==> config.mk <==
export PLATFORM = sky130hd
export DESIGN_NAME = clksw_limp_ctrl
export DESIGN_NICKNAME = d
export VERILOG_FILES = /design/src/rtl/clksw_pkg.sv /design/src/rtl/clksw_ctrl_regs.sv /design/src/rtl/clksw_mode_fsm.sv /design/src/rtl/clksw_pulse_gen.sv /design/src/rtl/clksw_bbm_mux.sv /design/src/rtl/clksw_limp_ctrl.sv
export SDC_FILE = /design/constraint.sdc
export NUM_CORES = 1
export LEC_CHECK = 0
export ABC_AREA = 0
export BUFFER_PORTS_ARGS = -buffer_cell sky130_fd_sc_hd__buf_2
export CORE_MARGIN = 4
export CORE_UTILIZATION = 34
export DETAILED_ROUTE_END_ITERATION = 12
export PLACE_DENSITY = 0.57
export SYNTH_ARGS = -nofsm -noshare
export SYNTH_HDL_FRONTEND = slang
export SYNTH_HIERARCHICAL = 1
export SYNTH_SLANG_ARGS = --single-unit
==> constraint.sdc <==
create_clock -name clk -period 1.4 [get_ports clk]
set_clock_uncertainty 0.1 [all_clocks]
set_input_delay 0.07 -clock clk [delete_from_list [all_inputs] [get_ports clk]]
set_output_delay 0.07 -clock clk [all_outputs]
set_load 0.02 [all_outputs]
==> src/rtl/clksw_pkg.sv <==
// Shared definitions for the limp-mode clock switch controller.
// Assumes a single controller clock domain for all state.
package clksw_pkg;
    localparam int CTRL_W  = 3;   // write data width
    localparam int STAT_W  = 5;   // read data width
    localparam int B_EN    = 0;   // limp enable
    localparam int B_FORCE = 1;   // force backup
    localparam int B_STICK = 2;   // sticky loss (W1C)
    localparam int B_LIVE  = 3;   // live loss (read only)
    localparam int B_LIMP  = 4;   // backup selected (read only)

    typedef enum logic [1:0] {
        MUX_IDLE  = 2'd0,
        MUX_DROP  = 2'd1,
        MUX_RAISE = 2'd2
    } mux_state_e;
endpackage

==> src/rtl/clksw_ctrl_regs.sv <==
// Control and status register for the controller.
// Holds limp enable, force backup and the sticky loss bit; registers the live loss.
// Assumes loss_det is already synchronous to clk. Force can only be set with enable.
module clksw_ctrl_regs
    import clksw_pkg::*;
(
    input  logic              clk,
    input  logic              rst_n,
    input  logic              wr_en,
    input  logic [CTRL_W-1:0] wr_data,
    input  logic              loss_det,
    input  logic              set_sticky,
    output logic              enable,
    output logic              force_bk,
    output logic              sticky,
    output logic              live
);
    // Software-written enable and force bits; a force write without enable is dropped.
    always_ff @(posedge clk) begin
        if (!rst_n) begin
            enable   <= 1'b0;
            force_bk <= 1'b0;
        end else if (wr_en) begin
            enable   <= wr_data[B_EN];
            force_bk <= wr_data[B_FORCE] & wr_data[B_EN];
        end
    end

    // Live status mirrors the detector with one register stage.
    always_ff @(posedge clk) begin
        if (!rst_n) live <= 1'b0;
        else        live <= loss_det;
    end

    // Sticky bit: any new loss has priority over a write-one-to-clear.
    always_ff @(posedge clk) begin
        if (!rst_n)                          sticky <= 1'b0;
        else if (loss_det || set_sticky)     sticky <= 1'b1;
        else if (wr_en && wr_data[B_STICK])  sticky <= 1'b0;
    end
endmodule

==> src/rtl/clksw_mode_fsm.sv <==
// Mode decision: normal (main clock) or limp (backup clock).
// During hard reset the mode follows PLL health and no reset request is made;
// outside reset, entries and exits follow the software bits and loss status,
// and each one raises a one-cycle start strobe for the reset pulse generator.
module clksw_mode_fsm (
    input  logic clk,
    input  logic rst_n,
    input  logic hard_rst,
    input  logic pll_valid,
    input  logic enable,
    input  logic force_bk,
    input  logic sticky,
    input  logic live,
    output logic in_limp,
    output logic start_pulse,
    output logic set_sticky
);
    logic en_q;
    logic hrst_q;
    logic pll_fail;
    logic enter;
    logic leave;

    assign pll_fail    = ~pll_valid | live;
    assign enter       = ~in_limp & enable & (live | force_bk);
    assign leave       = in_limp & ((en_q & ~enable) | (~force_bk & ~sticky & ~live));
    assign start_pulse = ~hard_rst & (enter | leave);
    assign set_sticky  = hard_rst & ~pll_valid;

    // Edge history of the enable bit and the hard-reset input.
    always_ff @(posedge clk) begin
        if (!rst_n) begin
            en_q   <= 1'b0;
            hrst_q <= 1'b0;
        end else begin
            en_q   <= enable;
            hrst_q <= hard_rst;
        end
    end

    // Mode register: reset-time sampling first, then software/loss transitions.
    always_ff @(posedge clk) begin
        if (!rst_n) begin
            in_limp <= 1'b0;
        end else if (hard_rst) begin
            if (!hrst_q)       in_limp <= pll_fail;
            else if (pll_fail) in_limp <= 1'b1;
        end else if (enter) begin
            in_limp <= 1'b1;
        end else if (leave) begin
            in_limp <= 1'b0;
        end
    end
endmodule

==> src/rtl/clksw_pulse_gen.sv <==
// Fixed-length hard-reset request pulse generator.
// A start strobe (re)loads the counter; the output is a registered level that
// stays high for exactly LEN cycles after the last start.
module clksw_pulse_gen #(
    parameter int LEN = 16
) (
    input  logic clk,
    input  logic rst_n,
    input  logic start,
    output logic pulse
);
    localparam int CW = (LEN > 1) ? $clog2(LEN) : 1;
    localparam logic [CW-1:0] LOAD = CW'(LEN - 1);

    logic [CW-1:0] cnt;

    // Count down the remaining pulse cycles and drop the output at zero.
    always_ff @(posedge clk) begin
        if (!rst_n) begin
            cnt   <= '0;
            pulse <= 1'b0;
        end else if (start) begin
            cnt   <= LOAD;
            pulse <= 1'b1;
        end else if (cnt != '0) begin
            cnt   <= cnt - 1'b1;
        end else begin
            pulse <= 1'b0;
        end
    end
endmodule

==> src/rtl/clksw_bbm_mux.sv <==
// Break-before-make select handshake for the clock mux.
// On a new target: close both gates, wait SYNC cycles for the old clock
// domain to acknowledge, move the select, wait SYNC cycles, open the new gate.
// Assumes the target may change at any time; a change mid-switch is taken
// up when the current switch completes.
module clksw_bbm_mux
    import clksw_pkg::*;
#(
    parameter int SYNC = 2
) (
    input  logic clk,
    input  logic rst_n,
    input  logic target,
    output logic sel,
    output logic en_main,
    output logic en_bkup
);
    localparam int CW = (SYNC > 1) ? $clog2(SYNC) : 1;
    localparam logic [CW-1:0] LAST = CW'(SYNC - 1);

    mux_state_e    state;
    logic [CW-1:0] cnt;

    // Handshake sequencer driving the select and both gate enables.
    always_ff @(posedge clk) begin
        if (!rst_n) begin
            state   <= MUX_IDLE;
            cnt     <= '0;
            sel     <= 1'b0;
            en_main <= 1'b1;
            en_bkup <= 1'b0;
        end else begin
            case (state)
                MUX_IDLE: begin
                    if (target != sel) begin
                        en_main <= 1'b0;
                        en_bkup <= 1'b0;
                        cnt     <= '0;
                        state   <= MUX_DROP;
                    end
                end
                MUX_DROP: begin
                    if (cnt == LAST) begin
                        sel   <= target;
                        cnt   <= '0;
                        state <= MUX_RAISE;
                    end else begin
                        cnt <= cnt + 1'b1;
                    end
                end
                MUX_RAISE: begin
                    if (cnt == LAST) begin
                        en_main <= ~sel;
                        en_bkup <= sel;
                        state   <= MUX_IDLE;
                    end else begin
                        cnt <= cnt + 1'b1;
                    end
                end
                default: state <= MUX_IDLE;
            endcase
        end
    end
endmodule

==> src/rtl/clksw_limp_ctrl.sv <==
// Top of the limp-mode clock source switch controller.
// Ties the control register, mode decision, reset pulse generator and
// break-before-make mux handshake together. All inputs are assumed
// synchronous to clk; rst_n is a synchronous active-low reset.
module clksw_limp_ctrl
    import clksw_pkg::*;
#(
    parameter int PULSE_LEN   = 16,
    parameter int SYNC_STAGES = 2
) (
    input  logic              clk,
    input  logic              rst_n,
    input  logic              hard_rst,
    input  logic              loss_det,
    input  logic              pll_valid,
    input  logic              wr_en,
    input  logic [CTRL_W-1:0] wr_data,
    output logic [STAT_W-1:0] rd_data,
    output logic              clk_sel,
    output logic              en_main,
    output logic              en_bkup,
    output logic              hreset_req,
    output logic              loss_live,
    output logic              loss_sticky
);
    logic enable;
    logic force_bk;
    logic in_limp;
    logic start_pulse;
    logic set_sticky;

    clksw_ctrl_regs u_regs (
        .clk        (clk),
        .rst_n      (rst_n),
        .wr_en      (wr_en),
        .wr_data    (wr_data),
        .loss_det   (loss_det),
        .set_sticky (set_sticky),
        .enable     (enable),
        .force_bk   (force_bk),
        .sticky     (loss_sticky),
        .live       (loss_live)
    );

    clksw_mode_fsm u_fsm (
        .clk         (clk),
        .rst_n       (rst_n),
        .hard_rst    (hard_rst),
        .pll_valid   (pll_valid),
        .enable      (enable),
        .force_bk    (force_bk),
        .sticky      (loss_sticky),
        .live        (loss_live),
        .in_limp     (in_limp),
        .start_pulse (start_pulse),
        .set_sticky  (set_sticky)
    );

    clksw_pulse_gen #(.LEN(PULSE_LEN)) u_pulse (
        .clk   (clk),
        .rst_n (rst_n),
        .start (start_pulse),
        .pulse (hreset_req)
    );

    clksw_bbm_mux #(.SYNC(SYNC_STAGES)) u_mux (
        .clk     (clk),
        .rst_n   (rst_n),
        .target  (in_limp),
        .sel     (clk_sel),
        .en_main (en_main),
        .en_bkup (en_bkup)
    );

    // Status word assembly for the read port.
    always_comb begin
        rd_data          = '0;
        rd_data[B_EN]    = enable;
        rd_data[B_FORCE] = force_bk;
        rd_data[B_STICK] = loss_sticky;
        rd_data[B_LIVE]  = loss_live;
        rd_data[B_LIMP]  = in_limp;
    end
endmodule

Word level (Yosys, flattened, before mapping). Cells that the tools add are included.

Bits in registers: 18. Bits of input ports: 9. Output and inout bits: 11. Logic and storage cells: 82.

$add $sub $neg: 2. Equal/unequal tests: 8. Multiplexer cells: 23. Bitwise gates (word level): 21. Reduce and logical (&&, ||, !) cells: 14.

Operators with widths (count): $mux 1 (14); $and 1x1->1 (9); $mux 4 (2); $not 1->1 (8); $mux 2 (3); $ne 2x1->1 const B (3); $pmux 2 s3 (1); $reduce_and 2->1 (3); $reduce_and 3->1 (2); $reduce_bool 2->1 (3); $reduce_bool 3->1 (2); $or 1x1->1 (4); $pmux 1 s2 (2); $reduce_bool 4->1 (1); $sub 4x1->4 const B (1); $ne 3x3->1 const B (1); $pmux 1 s3 (1); $eq 2x1->1 const B (1); $eq 2x2->1 const B (1); $logic_not 2->1 (1); $ne 2x2->1 const B (1); $add 1x1->1 const B (1); $logic_and 1x1->1 (1); $logic_or 1x1->1 (1); $ne 1x1->1 (1).

Depth between registers and ports, before layout. Gate-level depths: netlist (run 1).

Word-level depth: 8. Mapped depth: 5. Mapped depth without buffers: 5.

Modules after synthesis. Netlist (run 1), hierarchy kept.

By module, submodules not included: clksw_bbm_mux (instances 1, cells an instance 43, area each 382.9 sq um, sequential area each 120.1 sq um); clksw_pulse_gen (instances 1, cells an instance 23, area each 227.7 sq um, sequential area each 100.1 sq um); clksw_mode_fsm (instances 1, cells an instance 18, area each 142.6 sq um, sequential area each 60.1 sq um); clksw_ctrl_regs (instances 1, cells an instance 12, area each 136.4 sq um, sequential area each 80.1 sq um); clksw_limp_ctrl (instances 1, cells an instance 5, area each 37.5 sq um, sequential area each 0.0 sq um).

Worst setup path after synthesis (run 1). OpenSTA, ideal clock, no wires.

Kind: register to register. Start point: register u_pulse.cnt[0]. End point: register u_pulse.cnt[0]. Setup time: 0.115 ns. Arrival: 1.224 ns. Data required time: 1.185 ns. Slack: -0.039 ns. Stages on the path, launching flop included: 6. Buffers on the path: 0. Period minus slack after synthesis: 1.439 ns. Path through: dfxtp_1 inv_1 ha_1 or3b_4 xnor2_1 o21a_1.

Longest elaborated chain between the ends: 3. Elaborated cells between the ends (all ways): 5. Those cells by class: add/sub: 1; mux: 2; reduce/logical: 2.

RTL lines: start, declared (RTL line clksw_pulse_gen.sv:15) `logic [CW-1:0] cnt;`; start signal, assigned (RTL line clksw_pulse_gen.sv:26) `cnt <= cnt - 1'b1;`; $sub 4x1->4 (RTL line clksw_pulse_gen.sv:26); $mux 4 (RTL line clksw_pulse_gen.sv:25) `end else if (cnt != '0) begin`; $mux 4 (RTL line clksw_pulse_gen.sv:22) `end else if (start) begin`.

Several ways; a longest one is shown, not always the timed one. The select of a mux whose other input is x is not followed. A chain may end at the register's enable or synchronous reset.

Final worst setup path (run 1).
Start point: register u_pulse.cnt[1]. End point: register u_pulse.cnt[0].

Longest elaborated chain between the ends: 2.

RTL lines (RTL line): $reduce_bool 4->1 (clksw_pulse_gen.sv:25); $reduce_bool 2->1 (no source line).

Every way passes these cells.

==> results.md, run 1 <==
- Net switching power: roughly 0.70 mW
- Lkg Pwr: ~0.57 nW
- Layout cell share with drive strength beyond 1: approximately 43%
- Min cycle time layout: 1.42 ns
- Post-synthesis net count: between 100 and 150
- Worst EP required: between 1 and 1.5 ns
- Number of buffers added on ports: 19
- Area grow syn2layout: 42.2%
- Num CTS Buffers: 3
- Main synth FF type: dfxtp_1
- TritonCTS clock tree: yes
- Unique masters post-synth: 30
- Met1 Use GR: around 14%
- Total power: 2.02 mW
- DR vias/cell: around 4.7
- Post-synthesis cell area: 927 µm²
- RSZ-0062 raised after global routing: true
- GR Overflow Total: 0
- Async S/R FF share, synth: 0%
- Clock sinks: 18
- Global placement routability congestion: approximately 0.77
- Met3 Track Usage GR: between 3 and 4%
- Sequential share of power: 34.2%
- Crit path DAT: roughly 1.5 ns
- Synth warn: 6
- Routed WL per cell: between 10 and 15 µm
- Remaining DRCs: 0
- CP top delay family: simple AND/OR/NAND/NOR gates
- Fin nets: 155
- Sum of buffers and inverters on the critical path: 1
- Row count: 18
- Antenna violations before repair: 0
- Worst-path clk slew: around 0.10 ns
- Critical Path, Cell by Cell: inv_2, ha_4, or3b_4, xnor2_1, o21a_1
- Maximum clock frequency: 0.704 GHz
- Die Span Y: 60.2 µm
- Critical Path Slowest Stage Cell: or3b_4
- Seq/Total Area, Yosys: around 39%
- Crit path kind: flip-flop to flip-flop
- Status: finished with violations
- GR peak layer: met2
- Clock tree buffer depth: 2
- PD cells: 1530 mW/mm²
- Worst hold path type: input port to flip-flop
- First-pass GRT wire length: between 3 and 4 mm
- Die Footprint: 0.00363 mm²
- Combinational Power Share: between 50% and 60%
- ANT cells: 0
- Max incr delay on CP: about 0.40 ns
- Measured slew at the worst slew-check pin: roughly 0.37 ns
- IO Pins: 20
- Slew headroom: around 75%
- Tcrit/Tclk final: 101%
- CP Launch Type: flip-flop
- Violated checks: setup timing
- Synth area leader: dfxtp_1
- Crit. End Element: flip-flop
- Starting density of the core: a little over a third
- Number of global-route vias before repair: 800
- Top cell type's share of synthesized area: between 30% and 40%
- Final setup fails: 2
- Commonest cells post-synth: dfxtp_1, inv_1, nand2_1, ha_1, mux2i_1
- Final Util: ~52%
- Internal Power: ~1.3 mW
- GR Layer Usage met2: a little over a fifth
- Total track usage: 12.0%
- Pin count of the biggest net entering global routing: 24
- Vias: 792
- Max VDD drop: around 1 mV
- Syn Area/Cell: slightly above 9 µm²
- Register bit total from synthesis: 18
- Clock Power Share: between 10 and 15%
- Most common cell in the netlist: dfxtp_1
- Die width: ~60 µm
- Post-synth EDFFs: 0
- H-Tree Depth: 1
- Final Hold Fails: 0
- Sw Ratio: between 30 and 40%
- First DRT Iteration DRCs: 36
- CTS root buffer: clkbuf_4
- Pre-CTS setup slack: -0.0937 ns
- CORE AREA: 0.00254 mm²
- DRT antenna net count: 0
- Routed WL: approximately 1.9 mm
- First drt pass iteration count: 4
- Final Worst Setup Slack: -0.0205 ns
- Synth area leaders: dfxtp_1, ha_1, mux2i_1, buf_4, inv_1
- Mapped Cells: just over 100
- Clock Latency Late Sink: ~0.29 ns
- DP HPWL: approximately 1.3 mm
- Fin. max-slew vios: 0
- Max Cap Viol: 0
- Max FO, Critical Path: 3
## power by group through the flow
| stage | combinational [mW] | sequential [mW] | clock (mW) |
|---|---|---|---|
| 6_report | 1.08 | 0.692 | 0.245 |
| 4_1_cts | 1.01 | 0.686 | 0.256 |
| 3_3_place_gp | 0.849 | 0.685 | 0 |
| 5_1_grt | 1.21 | 0.705 | 0.283 |
| 2_1_floorplan | 0.581 | 0.704 | 0 |
| 3_5_place_dp | 0.876 | 0.687 | 0 |
## metal layers
layer | share of wire (%) | routed length [µm]
met2 | 49 | 943
met3 | 4.2 | 81
met4 | 0.94 | 18
met5 | 0 | 0
met1 | 45 | 864
## what timing repair did
| item | CTS | global route |
|---|---|---|
| pin swaps | 2 | 1 |
| setup buffers | 2 | 0 |
| hold endpoints to repair | 6 | 0 |
| resized for setup | 13 | 10 |
| setup endpoints to repair | 7 | 10 |
| hold buffers | 6 | 0 |
## path summary, 6_finish.rpt
check                         to  slack, ns  depth (start not counted)           start
setup reg to reg  u_pulse/cnt[0]      -0.02                          5  u_pulse/cnt[1]
setup / recovery  u_pulse/cnt[0]      -0.02                          5  u_pulse/cnt[1]
hold / removal     u_regs/sticky       0.02                          3       pll_valid
hold reg to reg    u_mux/en_bkup       0.36                          2   u_mux/en_bkup
## tightest hold or removal path, cell delays in order
cell and delay (ns):
buf_2 0.10, nor2_1 0.08, o31a_1 0.13
## layout make-up
type / instances / area (µm²)
Fill cell: 259 / 1230
Multi-Input combinational cell: 67 / 584
Sequential cell: 18 / 367
Timing Repair Buffer: 39 / 268
Inverter: 10 / 40.0
Tap cell: 30 / 37.5
Clock buffer: 3 / 22.5
## registers in the layout, indices dropped and copies added (netlist names)
signal and cells:
u_regs/enable 1, u_fsm/in_limp 1, u_mux/state 2, u_regs/live 1
u_pulse/cnt 4, u_pulse/pulse 1, u_mux/sel 1, u_fsm/en_q 1
u_mux/cnt 1, u_mux/en_main 1, u_regs/force_bk 1, u_fsm/hrst_q 1
u_regs/sticky 1, u_mux/en_bkup 1
## placed cells by master, fill, tap and decap left out, types with 5 or more instances in the layout
cell type,netlist,routed
ha_4,0,5
dfxtp_2,0,5
dfxtp_1,18,13
buf_2,0,19
mux2i_1,7,6
inv_1,10,6
nand2_1,9,9
nor2b_1,5,5
dlygate4sd3_1,0,6
buf_4,5,12
## cell families after synthesis
| kind of cell | count (synthesis) | synth area share, % |
|---|---|---|
| buffers and inverters | 16 | 8.50 |
| AOI/OAI and AO/OA | 20 | 15.3 |
| adders and majority gates | 7 | 9.45 |
| and+or+nand+nor | 30 | 17.3 |
| muxes | 8 | 8.77 |
| xor gates and xnor gates | 2 | 1.89 |
| DFF | 18 | 38.9 |
## per-stage QoR
stage	cell area [µm²]	TNS, ns	std cells	hold slack (ns)
after floorplan	941	0	101	0.0822
after global placement	1120	-0.0394	156	0.192
after detailed placement	1120	-0.202	156	0.197
after CTS	1270	-0.0384	167	0.0120
after global routing	1320	-0.238	167	0.0325
final	1320	-0.0292	167	0.0186
(Power assumes the default switching activity.)
==> run 2: changes to the inputs <==
- CORE_MARGIN: 4 -> not set
==> run 2 against run 1 <==
The run still ends with setup timing left. Non-clock buffer count shrank 1. Critical path depth stayed put. Combinational power is essentially flat. Via count is 1.1% higher. Design area is essentially flat. Critical endpoint unchanged. Largest power group unchanged. Highest routed layer unchanged.
==> results.md, run 2 (synthesis results as in run 1) <==
- CP Launch Type: flip-flop
- TritonCTS clock tree: yes
- Largest reg by FF count: u_pulse/cnt
- Max Cap Viol: 0 (unchanged)
- Net switching power: 0.706 mW (+1.5%)
- Worst EP required: 1.49 ns (about the same)
- DP HPWL: 1.26 mm (-5.7%)
- Largest register FFs: 4 (unchanged)
- Clock Power Share: 12.2% (about the same)
- First-pass GRT wire length: 3.28 mm (unchanged)
- Tcrit/Tclk final: 101% (about the same)
- Lkg Pwr: 0.572 nW (-0.55%)
- Remaining DRCs: 0 (unchanged)
- Slew headroom: 73.8% (-1.2 points)
- Fin. max-slew vios: 0 (unchanged)
- Num CTS Buffers: 3 (unchanged)
- Maximum clock frequency: 0.704 GHz (about the same)
- Final setup fails: 2 (unchanged)
- Row count: 18 (unchanged)
- Number of global-route vias before repair: 817 (+2.1%)
- Die Footprint: 0.00294 mm² (-19%)
- Antenna violations before repair: 0 (unchanged)
- Combinational Power Share: 54.1% (+0.5 points)
- Max FO, Critical Path: 3 (unchanged)
- Internal Power: 1.35 mW (+1.6%)
- Hold_ws: 0.0174 ns (-0.00120 ns)
- Inst Count DP: 154 (-1.3%)
- WL met3: 51 µm (-37%)
- PD cells: 1560 mW/mm² (+1.7%)
- Crit. End Element: flip-flop
- Sw Ratio: 34.4% (about the same)
- Total power: 2.05 mW (+1.6%)
- Most frequent cells in the layout: buf_2, dfxtp_1, buf_4
- GR Overflow Total: 0 (unchanged)
- Crit path DAT: 1.51 ns (about the same)
- Worst-path clk slew: 0.09 ns (about the same)
- Largest registers: u_pulse/cnt: 4 flops, u_mux/state: 2 flops
- Most common cell after layout, fill and taps aside: buf_2
- Routed WL: 1.96 mm (+2.5%)
- Crit path kind: flip-flop to flip-flop
- Pre-CTS setup slack: -0.0723 ns (+0.0215 ns)
- CTS root buffer: clkbuf_4
- Routed WL per cell: 11.8 µm (+3.1%)
- Violated checks: setup timing
- Sequential share of power: 33.7% (-0.5 points)
- DR top layer: met4
- RSZ-0062 raised after global routing: true
- H-Tree Depth: 1 (unchanged)
- Die Span Y: 54.2 µm (-10%)
- Fin area: 0.00132 mm² (about the same)
- Number of buffers added on ports: 19 (unchanged)
- DR vias/cell: 4.83 (+1.7%)
- Status: finished with violations
- CORE AREA: 0.00252 mm² (-0.88%)
- Clock sinks: 18 (unchanged)
- Final Worst Setup Slack: -0.0207 ns (-0.000219 ns)
- Global placement routability congestion: 0.680 (-11%)
- Measured slew at the worst slew-check pin: 0.393 ns (+0.0183 ns)
- Vias: 801 (+1.1%)
- Worst hold path type: input port to flip-flop
- ANT cells: 0 (unchanged)
- Final Hold Fails: 0 (unchanged)
- Clock tree buffer depth: 2 (unchanged)
- Fin nets: 154 (-0.65%)
- DRT antenna net count: 0 (unchanged)
- Total track usage: 15.6% (+3.6 points)
- Metal2 WL: 1.03 mm (+9.3%)
- Wire length on met1: 853 µm (-1.3%)
- First DRT Iteration DRCs: 8 (-78%)
- IO Pins: 20 (unchanged)
- Area grow syn2layout: 42.1% (about the same)
- First drt pass iteration count: 3 (-1)
- Die width: 54.2 µm (-10%)
- Pin count of the biggest net entering global routing: 24 (unchanged)
- Min cycle time layout: 1.42 ns (+0.000219 ns)
- DP Area: 0.00111 mm² (-1.3%)
- Final Util: 52.2% (+0.41 points)
- Starting density of the core: 36.8% (+0.33 points)
- Sum of negative setup slack: -0.0388 ns (-0.00957 ns)
- Final std cells w/o fill: 166 (-0.60%)
- Layout cell share with drive strength beyond 1: 42.6% (-0.42 points)
- Max VDD drop: 1.02 mV (+4.5%)
- Clock Latency Late Sink: 0.29 ns (about the same)
==> run 2: what timing repair did <==
action,in CTS,in global routing
resized for setup,11,14
hold buffers,7,0
buffers inserted,1,2
endpoints found under the hold margin,6,0
pin swaps,2,4
setup endpoints to repair,7,9
==> run 2: per-layer routing <==
metal | vias to the layer above | global-route usage, %
li1 | 411 | -
met1 | 378 | 15.8
met2 | 10 | 30.3
met3 | 2 | 5.00
met4 | 0 | 3.85
met5 | - | 0
==> run 2: area by class of cell <==
cell class	count	area, µm²
Multi-Input combinational cell	67	587
Sequential cell	18	367
Clock buffer	3	22.5
Fill cell	248	1200
Tap cell	30	37.5
Timing Repair Buffer	38	264
Inverter	10	40.0
==> run 2: path summary, 6_finish.rpt <==
path | startpoint | to | slack (ns) | depth (start not counted)
worst min-delay path | wr_en | u_regs/enable | 0.02 | 3
worst max register to register | u_pulse/cnt[1] | u_pulse/cnt[0] | -0.02 | 5
worst max-delay path | u_pulse/cnt[1] | u_pulse/cnt[0] | -0.02 | 5
worst min register to register | u_mux/en_bkup | u_mux/en_bkup | 0.36 | 2
==> run 2: power by group through the flow <==
| stage | clock network, mW | logic [mW] | registers, mW |
|---|---|---|---|
| after CTS | 0.271 | 0.983 | 0.683 |
| after floorplan | 0 | 0.581 | 0.704 |
| after global routing | 0.285 | 1.23 | 0.711 |
| after detailed placement | 0 | 0.856 | 0.688 |
| final | 0.250 | 1.11 | 0.692 |
| after global placement | 0 | 0.834 | 0.685 |
==> run 2: critical path, stage by stage (launching register included) <==
cell,delay (ns)
dfxtp_2,0.33
inv_2,0.07
ha_4,0.13
or3b_4,0.40
xnor2_1,0.14
o21a_1,0.16
